### src/rtl/zrm_pkg.sv
package zrm_pkg;

    localparam int unsigned RUN_LEN_C0 = 3200;
    localparam int unsigned RUN_LEN_C1 = 4800;
    localparam int unsigned RUN_LEN_C2 = 9600;
    localparam int unsigned RUN_LEN_C3 = 19600;
    localparam int unsigned RUN_LEN_TOP = RUN_LEN_C3;
    localparam int unsigned RUN_CNT_W = $clog2(RUN_LEN_TOP + 1);
    localparam int unsigned NUM_CHAN = 2;

    typedef logic [RUN_CNT_W-1:0] run_cnt_t;

    typedef enum logic [1:0] {
        RUN_CODE_SHORT = 2'd0,
        RUN_CODE_MID   = 2'd1,
        RUN_CODE_LONG  = 2'd2,
        RUN_CODE_MAX   = 2'd3
    } run_code_e;

    typedef enum logic [1:0] {
        CH_HOLD  = 2'd0,
        CH_CLEAR = 2'd1,
        CH_ZERO  = 2'd2
    } chan_act_e;

    typedef struct packed {
        run_cnt_t cnt;
        logic     quiet;
    } run_state_t;

    function automatic run_cnt_t run_limit(input run_code_e code);
        run_cnt_t lim;
        unique case (code)
            RUN_CODE_SHORT: lim = run_cnt_t'(RUN_LEN_C0);
            RUN_CODE_MID:   lim = run_cnt_t'(RUN_LEN_C1);
            RUN_CODE_LONG:  lim = run_cnt_t'(RUN_LEN_C2);
            default:        lim = run_cnt_t'(RUN_LEN_C3);
        endcase
        return lim;
    endfunction

endpackage

### src/rtl/zrm_limit_decode.sv
module zrm_limit_decode
    import zrm_pkg::*;
(
    input  logic [1:0] code,
    output run_cnt_t   limit
);
    always_comb begin
        limit = run_limit(run_code_e'(code));
    end
endmodule

### src/rtl/zrm_ctrl.sv
module zrm_ctrl (
    input  logic       clk,
    input  logic       rst,
    input  logic       det_en,
    input  logic [1:0] len_sel,
    output logic       restart
);
    logic [1:0] sel_q;

    always_ff @(posedge clk) begin
        if (rst) sel_q <= 2'd0;
        else     sel_q <= len_sel;
    end

    always_comb begin
        restart = !det_en || (len_sel != sel_q);
    end
endmodule

### src/rtl/zrm_chan.sv
module zrm_chan
    import zrm_pkg::*;
#(
    parameter int unsigned SAMPLE_W = 24
) (
    input  logic                clk,
    input  logic                rst,
    input  logic                restart,
    input  logic                valid,
    input  logic [SAMPLE_W-1:0] sample,
    input  run_cnt_t            limit,
    output logic                quiet
);
    run_state_t st_q, st_d;
    chan_act_e  act;
    logic       is_zero;
    logic       at_limit;
    run_cnt_t   cnt_inc;

    always_comb begin
        is_zero  = (sample == '0);
        at_limit = (st_q.cnt >= limit);
        cnt_inc  = st_q.cnt + run_cnt_t'(1);
        if (restart)      act = CH_CLEAR;
        else if (!valid)  act = CH_HOLD;
        else if (is_zero) act = CH_ZERO;
        else              act = CH_CLEAR;
    end

    always_comb begin
        st_d = st_q;
        unique case (act)
            CH_CLEAR: begin
                st_d.cnt   = '0;
                st_d.quiet = 1'b0;
            end
            CH_ZERO: begin
                if (at_limit) begin
                    st_d.cnt   = limit;
                    st_d.quiet = 1'b1;
                end else begin
                    st_d.cnt   = cnt_inc;
                    st_d.quiet = (cnt_inc == limit);
                end
            end
            default: st_d = st_q;
        endcase
    end

    always_ff @(posedge clk) begin
        if (rst) st_q <= '0;
        else     st_q <= st_d;
    end

    assign quiet = st_q.quiet;
endmodule

### src/rtl/zero_run_monitor.sv
module zero_run_monitor
    import zrm_pkg::*;
#(
    parameter int unsigned SAMPLE_W = 24
) (
    input  logic                clk,
    input  logic                rst,
    input  logic                det_en,
    input  logic [1:0]          len_sel,
    input  logic                smp_valid,
    input  logic [SAMPLE_W-1:0] smp_left,
    input  logic [SAMPLE_W-1:0] smp_right,
    output logic                quiet_left,
    output logic                quiet_right
);
    logic                restart;
    run_cnt_t            limit;
    logic [SAMPLE_W-1:0] ch_sample [NUM_CHAN];
    logic                ch_quiet  [NUM_CHAN];

    assign ch_sample[0] = smp_left;
    assign ch_sample[1] = smp_right;

    zrm_ctrl u_ctrl (
        .clk     (clk),
        .rst     (rst),
        .det_en  (det_en),
        .len_sel (len_sel),
        .restart (restart)
    );

    zrm_limit_decode u_limit (
        .code  (len_sel),
        .limit (limit)
    );

    for (genvar ch = 0; ch < NUM_CHAN; ch++) begin : g_chan
        zrm_chan #(.SAMPLE_W(SAMPLE_W)) u_chan (
            .clk     (clk),
            .rst     (rst),
            .restart (restart),
            .valid   (smp_valid),
            .sample  (ch_sample[ch]),
            .limit   (limit),
            .quiet   (ch_quiet[ch])
        );
    end

    assign quiet_left  = ch_quiet[0];
    assign quiet_right = ch_quiet[1];
endmodule

### config.mk
export PLATFORM = sky130hd
export DESIGN_NAME = zero_run_monitor
export DESIGN_NICKNAME = d
export VERILOG_FILES = /design/src/rtl/zrm_pkg.sv /design/src/rtl/zrm_limit_decode.sv /design/src/rtl/zrm_ctrl.sv /design/src/rtl/zrm_chan.sv /design/src/rtl/zero_run_monitor.sv
export SDC_FILE = /design/constraint.sdc
export NUM_CORES = 1
export LEC_CHECK = 0
export ABC_AREA = 1
export CORE_MARGIN = 4
export CORE_UTILIZATION = 35
export CTS_CLUSTER_SIZE = 8
export DETAILED_ROUTE_END_ITERATION = 8
export SLEW_MARGIN = 20
export SYNTH_ARGS = -nofsm -noshare
export SYNTH_HDL_FRONTEND = slang
export SYNTH_HIERARCHICAL = 1
export SYNTH_SLANG_ARGS = --single-unit
export TNS_END_PERCENT = 50
### constraint.sdc
create_clock -name clk -period 2 [get_ports clk]
set_input_delay 0.2 -clock clk [delete_from_list [all_inputs] [get_ports clk]]
set_output_delay 0.2 -clock clk [all_outputs]
set_load 0.005 [all_outputs]
==> results.cfg, run 1 <==
[worst_setup_path]
critPathMaxFanout = 6
crit_path_start_kind = input port
worstPathArrival_ns = 2.19
crit_type = input port to flop
crit_path_end_kind = flop
required_ns = 2.15

[detailed_routing]
firstDrtPassIters = 5
initialDrtViolationCount = 334
wl_um = 13290
wl_per_cell_um = 14.17
vias_per_cell = 5.082
num_vias = 4767
ant_nets = 0
drc = 0

[clock_network]
cts_root_buffer = clkbuf_16
ctsHoldBuffers = 0
clkSlewWorstSetupHoldPaths_ns = 0.06
htreeDepth = 2
cts_sinks = 34
cts_max_path_buffers = 2
cts_tree = built
numCtsBuffers = 5
clk_latency_ns = 0.29

[synth]
synthXorXnorAreaFrac_pct = 4.648
synth_compound_area_share_pct = 7.902
ys_ff_latch = 34
synth_cells = 676
synth_simple_gate_area_share_pct = 47.60
synth.mux.area_fraction_pct = 0
yosysUniqueCellTypes = 31
synthAdderAreaFrac_pct = 11.16
synthesis.area_sq_um = 4038
synth_warnings = 6
avgSynthCellArea_sq_um = 5.973
yosysSeqAreaShare_pct = 16.86
synth_top_family_by_area = simple AND/OR/NAND/NOR gates

[timing]
maxSlewViolCount = 0
hold_violations = 0
fin_crit_ns = 2.035
timing.final.crit_share_pct = 101.7
finClkSkew_ns = 0.006975
rsz0062_at_grt = true
fin_ws_ns = -0.03499
setup_viol = 10
whs_ns = 0.3846
timing.fmax_ghz = 0.4914

[die]
rows = 38
fp.dieH_um = 115.4
die-area_sq_um = 13320
io_pins = 56
initial_core_util_pct = 36.45
core_area_sq_um = 11080
die_x_um = 115.4

[layout]
fill_cells = 1068
fin_nets = 887
drive_gt1_share_pct = 22.81
multiInputGateArea_sq_um = 3212
layout_commonest_cell = nand2_1
mostFrequentLayoutCells = 227 x nand2_1, 74 x nand3_1, 73 x inv_1, 67 x buf_4, 53 x clkdlybuf4s50_1
ff_latch_area_sq_um = 685.7
diodes = 0
final_util_pct = 53.07
area_growth_syn_to_layout_pct = 45.62

[min_path]
min-delay-path-class = input port to flop

[power]
worst_ir_drop_vdd_uv = 271.1
p_leak_nw = 2.549
powerDensity_nw_per_um2 = 342.4

[grt]
grt_pass1_wl_um = 21760
antenna_found_initial = 0
grt_pass1_vias = 4569
gr-total-overflow = 0
grt_max_degree = 35
grt_util_all_layers_pct = 20.16

[placement]
hpwl_um = 9797
portBuffers = 55
gp_congestion = 0.8696

[status]
violations = setup timing
status = finished with violations

[flow_run]
cap_violations = 0
## logic make-up (layout without fill, tap and decap cells)
group	after synthesis	in the layout
other	2	6
AO/OA/AOI/OAI	59	59
flip-flops	34	34
XOR/XNOR	12	12
AND/OR/NAND/NOR	427	427
buffers and inverters	106	224
adder cells (fa/ha/maj)	36	36
## Yosys cell counts
master | instances | area (sq um)
nor4_1 | 6 | 37.54
o211ai_1 | 2 | 15.01
nor2_4 | 4 | 45.04
buf_4 | 14 | 105.1
conb_1 | 2 | 7.510
nand3b_1 | 4 | 30.03
nor2_2 | 4 | 25.02
buf_1 | 2 | 7.510
inv_1 | 80 | 300.3
or2_1 | 4 | 25.02
nor3_4 | 2 | 32.53
xnor3_1 | 6 | 135.1
clkbuf_1 | 4 | 15.01
nand2_1 | 244 | 915.9
buf_2 | 4 | 20.02
o21bai_1 | 2 | 15.01
nand3_2 | 4 | 40.04
nand3_1 | 85 | 425.4
nor4_2 | 4 | 50.05
nor3_1 | 2 | 10.01
nor2_1 | 46 | 172.7
xor2_1 | 6 | 52.55
nand4_1 | 14 | 87.58
dfxtp_1 | 34 | 680.7
nand2_2 | 4 | 25.02
buf_6 | 2 | 22.52
a31oi_1 | 2 | 12.51
ha_1 | 36 | 450.4
o21ai_0 | 6 | 30.03
a21oi_1 | 44 | 220.2
a21oi_2 | 3 | 26.28
## state kept, by name (all words and copies together) (netlist names)
signal,cells
g_chan.u_chan/st_q,30
g_chan.u_chan/quiet,2
u_ctrl/sel_q,2
## per-layer routing
metal | global-route usage (%) | wire length (um) | vias to the layer above
met1 | 25.40 | 5737 | 2208
li1 | - | - | 2425
met2 | 36.61 | 6828 | 115
met3 | 2.684 | 547 | 19
met4 | 4.147 | 174 | 0
met5 | 0 | 0 | -
## timing repair
item / 4_1_cts / 5_1_grt
buffers inserted: 6 / 4
cloned: 2 / 0
setup endpoints to repair: 32 / 32
pin swaps: 13 / 26
resized for setup: 34 / 68
## power by group
part / total, mW / switching, mW / internal [mW]
clock: 0.895 / 0.329 / 0.565
sequential: 0.680 / 0.00108 / 0.679
combinational: 0.438 / 0.200 / 0.239
total: 2.01 / 0.530 / 1.48
## critical path: stages
cell      delay [ns]
buf_12          0.12
clkinv_8        0.04
ha_4            0.15
buf_12          0.12
inv_6           0.03
ha_4            0.26
nand4_1         0.15
nor4_2          0.36
nand3b_1        0.18
nand3_4         0.22
buf_6           0.17
nand2_2         0.06
nand3_2         0.07
a21oi_2         0.05
## metrics by stage
step                      setup slack [ns]  cells  instance area [sq um]  power [mW]   TNS (ns)
final                             -0.03499    938                   5879       2.013    -0.1972
after global routing              -0.09722    938                   5879       2.101     -1.730
after CTS                         0.001084    934                   5599       1.998          0
after detailed placement           -0.9571    918                   5206       1.077     -29.35
after global placement             -0.9142    918                   5206       1.071     -27.78
after floorplan                 -0.0006344    680                   4098      0.8760  -0.001267
## final cells by class
cell class	instances	area share, %
inverter	80	5.618
timing repair buffer	135	22.13
timing repair inverter	1	0.1490
tap	140	2.979
multi-input combinational	540	54.63
sequential	34	11.66
clock buffer	8	2.830
## final timing paths
check                                              start                        to  slack [ns]  depth (start not counted)
worst min register to register    g_chan[0].u_chan/quiet    g_chan[0].u_chan/quiet        0.47                          2
worst max-delay path                          len_sel[1]  g_chan[1].u_chan/st_q[5]       -0.03                         14
worst min-delay path                          len_sel[0]           u_ctrl/sel_q[0]        0.38                          5
worst max register to register  g_chan[1].u_chan/st_q[2]  g_chan[1].u_chan/st_q[5]           0                         10
Note: power is estimated with default switching activity, not from simulation.
==> run 2: changes to the inputs <==
- SKIP_LAST_GASP: unset -> 1
==> results.cfg, run 2 (synthesis results as in run 1) <==
[placement]
gp_congestion = 0.8696
placed_area_sq_um = 5206
hpwl_um = 9797
portBuffers = 55
dp_cells = 918

[die]
io_pins = 56
fp.dieH_um = 115.4
core_area_sq_um = 11080
die-area_sq_um = 13320
die_x_um = 115.4
initial_core_util_pct = 36.45
rows = 38

[clock_network]
cts_tree = built
cts_max_path_buffers = 2
htreeDepth = 2
cts_sinks = 34
numCtsBuffers = 5
clk_latency_ns = 0.29
clkSlewWorstSetupHoldPaths_ns = 0.06
ctsHoldBuffers = 0
cts_root_buffer = clkbuf_16

[layout]
diodes = 0
fin_nets = 887
final_util_pct = 52.94
regMostFlops = g_chan.u_chan/st_q
mostFrequentLayoutCells = 229 x nand2_1, 76 x nand3_1, 73 x inv_1, 67 x buf_4, 53 x clkdlybuf4s50_1
area_growth_syn_to_layout_pct = 45.24
largest_reg_flops = 30
drive_gt1_share_pct = 22.31
layout_commonest_cell = nand2_1
fin_cells = 938
post-route-cell-area_sq_um = 5864

[worst_setup_path]
crit_path_end_kind = flop
rr_startpoint = g_chan[1].u_chan/st_q[6]
ff2ff_path_depth = 9
critPathMaxFanout = 6
worstPathArrival_ns = 2.19
startpoint = len_sel[1]
r2r_setup_slack_ns = 0.01
crit_path_start_kind = input port
critPathCapture = g_chan[1].u_chan/st_q[5]
crit_type = input port to flop
required_ns = 2.15
r2r-end = g_chan[1].u_chan/st_q[5]

[grt]
grt_pass1_wl_um = 21760
grt_max_degree = 35
grt_pass1_vias = 4569
grt_util_all_layers_pct = 20.16
gr-total-overflow = 0
antenna_found_initial = 0

[timing]
setup_viol = 9
maxSlewViolCount = 0
rsz0062_at_grt = true
timing.final.crit_share_pct = 101.6
timing.fmax_ghz = 0.4921
fin_ws_ns = -0.03207
fin_crit_ns = 2.032
finClkSkew_ns = 0.007298
hold_violations = 0

[detailed_routing]
ant_nets = 0
wl_um = 13260
initialDrtViolationCount = 309
drc = 0
wl_per_cell_um = 14.14
vias_per_cell = 5.090
firstDrtPassIters = 5
num_vias = 4774

[power]
worst_ir_drop_vdd_uv = 272.0
p_leak_nw = 2.549
powerDensity_nw_per_um2 = 343.0
power_mw = 2.012

[min_path]
min-delay-path-class = input port to flop

[status]
status = finished with violations
violations = setup timing

[flow_run]
cap_violations = 0
## run 2: through the flow
stage | setup slack, ns | hold slack (ns) | TNS, ns
after global placement | -0.9142 | 0.4564 | -27.78
after detailed placement | -0.9571 | 0.4654 | -29.35
final | -0.03207 | 0.3833 | -0.1828
after global routing | -0.09721 | 0.4024 | -1.784
after CTS | 0.001084 | 0.3992 | 0
after floorplan | -0.0006344 | 0.2724 | -0.001267
## run 2: area by class of cell
class | count | area [sq um]
Inverter | 80 | 330.3
Clock buffer | 8 | 166.4
Timing Repair inverter | 1 | 8.758
Timing Repair Buffer | 135 | 1301
Sequential cell | 34 | 685.7
Multi-Input combinational cell | 540 | 3197
Tap cell | 140 | 175.2
Fill cell | 1070 | 5214
## run 2: worst min-delay path by stage
stage          slack, ns                    from  cells past startpoint                endpoint
3_3_place_gp        0.46  g_chan[1].u_chan/quiet                      2  g_chan[1].u_chan/quiet
6_report            0.38              len_sel[0]                      5         u_ctrl/sel_q[0]
5_1_grt             0.40              len_sel[0]                      5         u_ctrl/sel_q[0]
4_1_cts             0.40              len_sel[1]                      5         u_ctrl/sel_q[1]
3_5_place_dp        0.47  g_chan[1].u_chan/quiet                      2  g_chan[1].u_chan/quiet
2_1_floorplan       0.27                     rst                      1         u_ctrl/sel_q[0]
## run 2: what timing repair did
| action | CTS | global route |
|---|---|---|
| endpoints found under the setup margin | 32 | 32 |
| gates cloned | 2 | 0 |
| endpoints found under the hold margin | 0 | 0 |
| pin swaps | 13 | 24 |
| buffers inserted | 6 | 4 |
| gates resized for setup | 34 | 64 |
## run 2: critical path, cell delays in order
cell      delay [ns]
buf_12          0.12
clkinv_8        0.04
ha_4            0.15
buf_12          0.12
inv_6           0.03
ha_4            0.26
nand4_1         0.15
nor4_2          0.35
nand3b_1        0.18
nand3_4         0.22
buf_6           0.17
nand2_2         0.06
nand3_2         0.07
a21oi_2         0.05
## run 2: routing by layer
| metal | wire length [um] | track usage, % | share of wire, % |
|---|---|---|---|
| met1 | 5704 | 25.40 | 43 |
| met2 | 6775 | 36.61 | 51 |
| met3 | 594 | 2.684 | 4.5 |
| met4 | 187 | 4.147 | 1.4 |
| met5 | 0 | 0 | 0 |
## run 2: report_power, final
group | switching [mW] | total (mW) | internal (mW) | leakage, nW
clock network | 0.329 | 0.894 | 0.565 | 0.0832
logic | 0.199 | 0.437 | 0.238 | 2.19
registers | 0.00111 | 0.680 | 0.679 | 0.276
total | 0.529 | 2.01 | 1.48 | 2.55
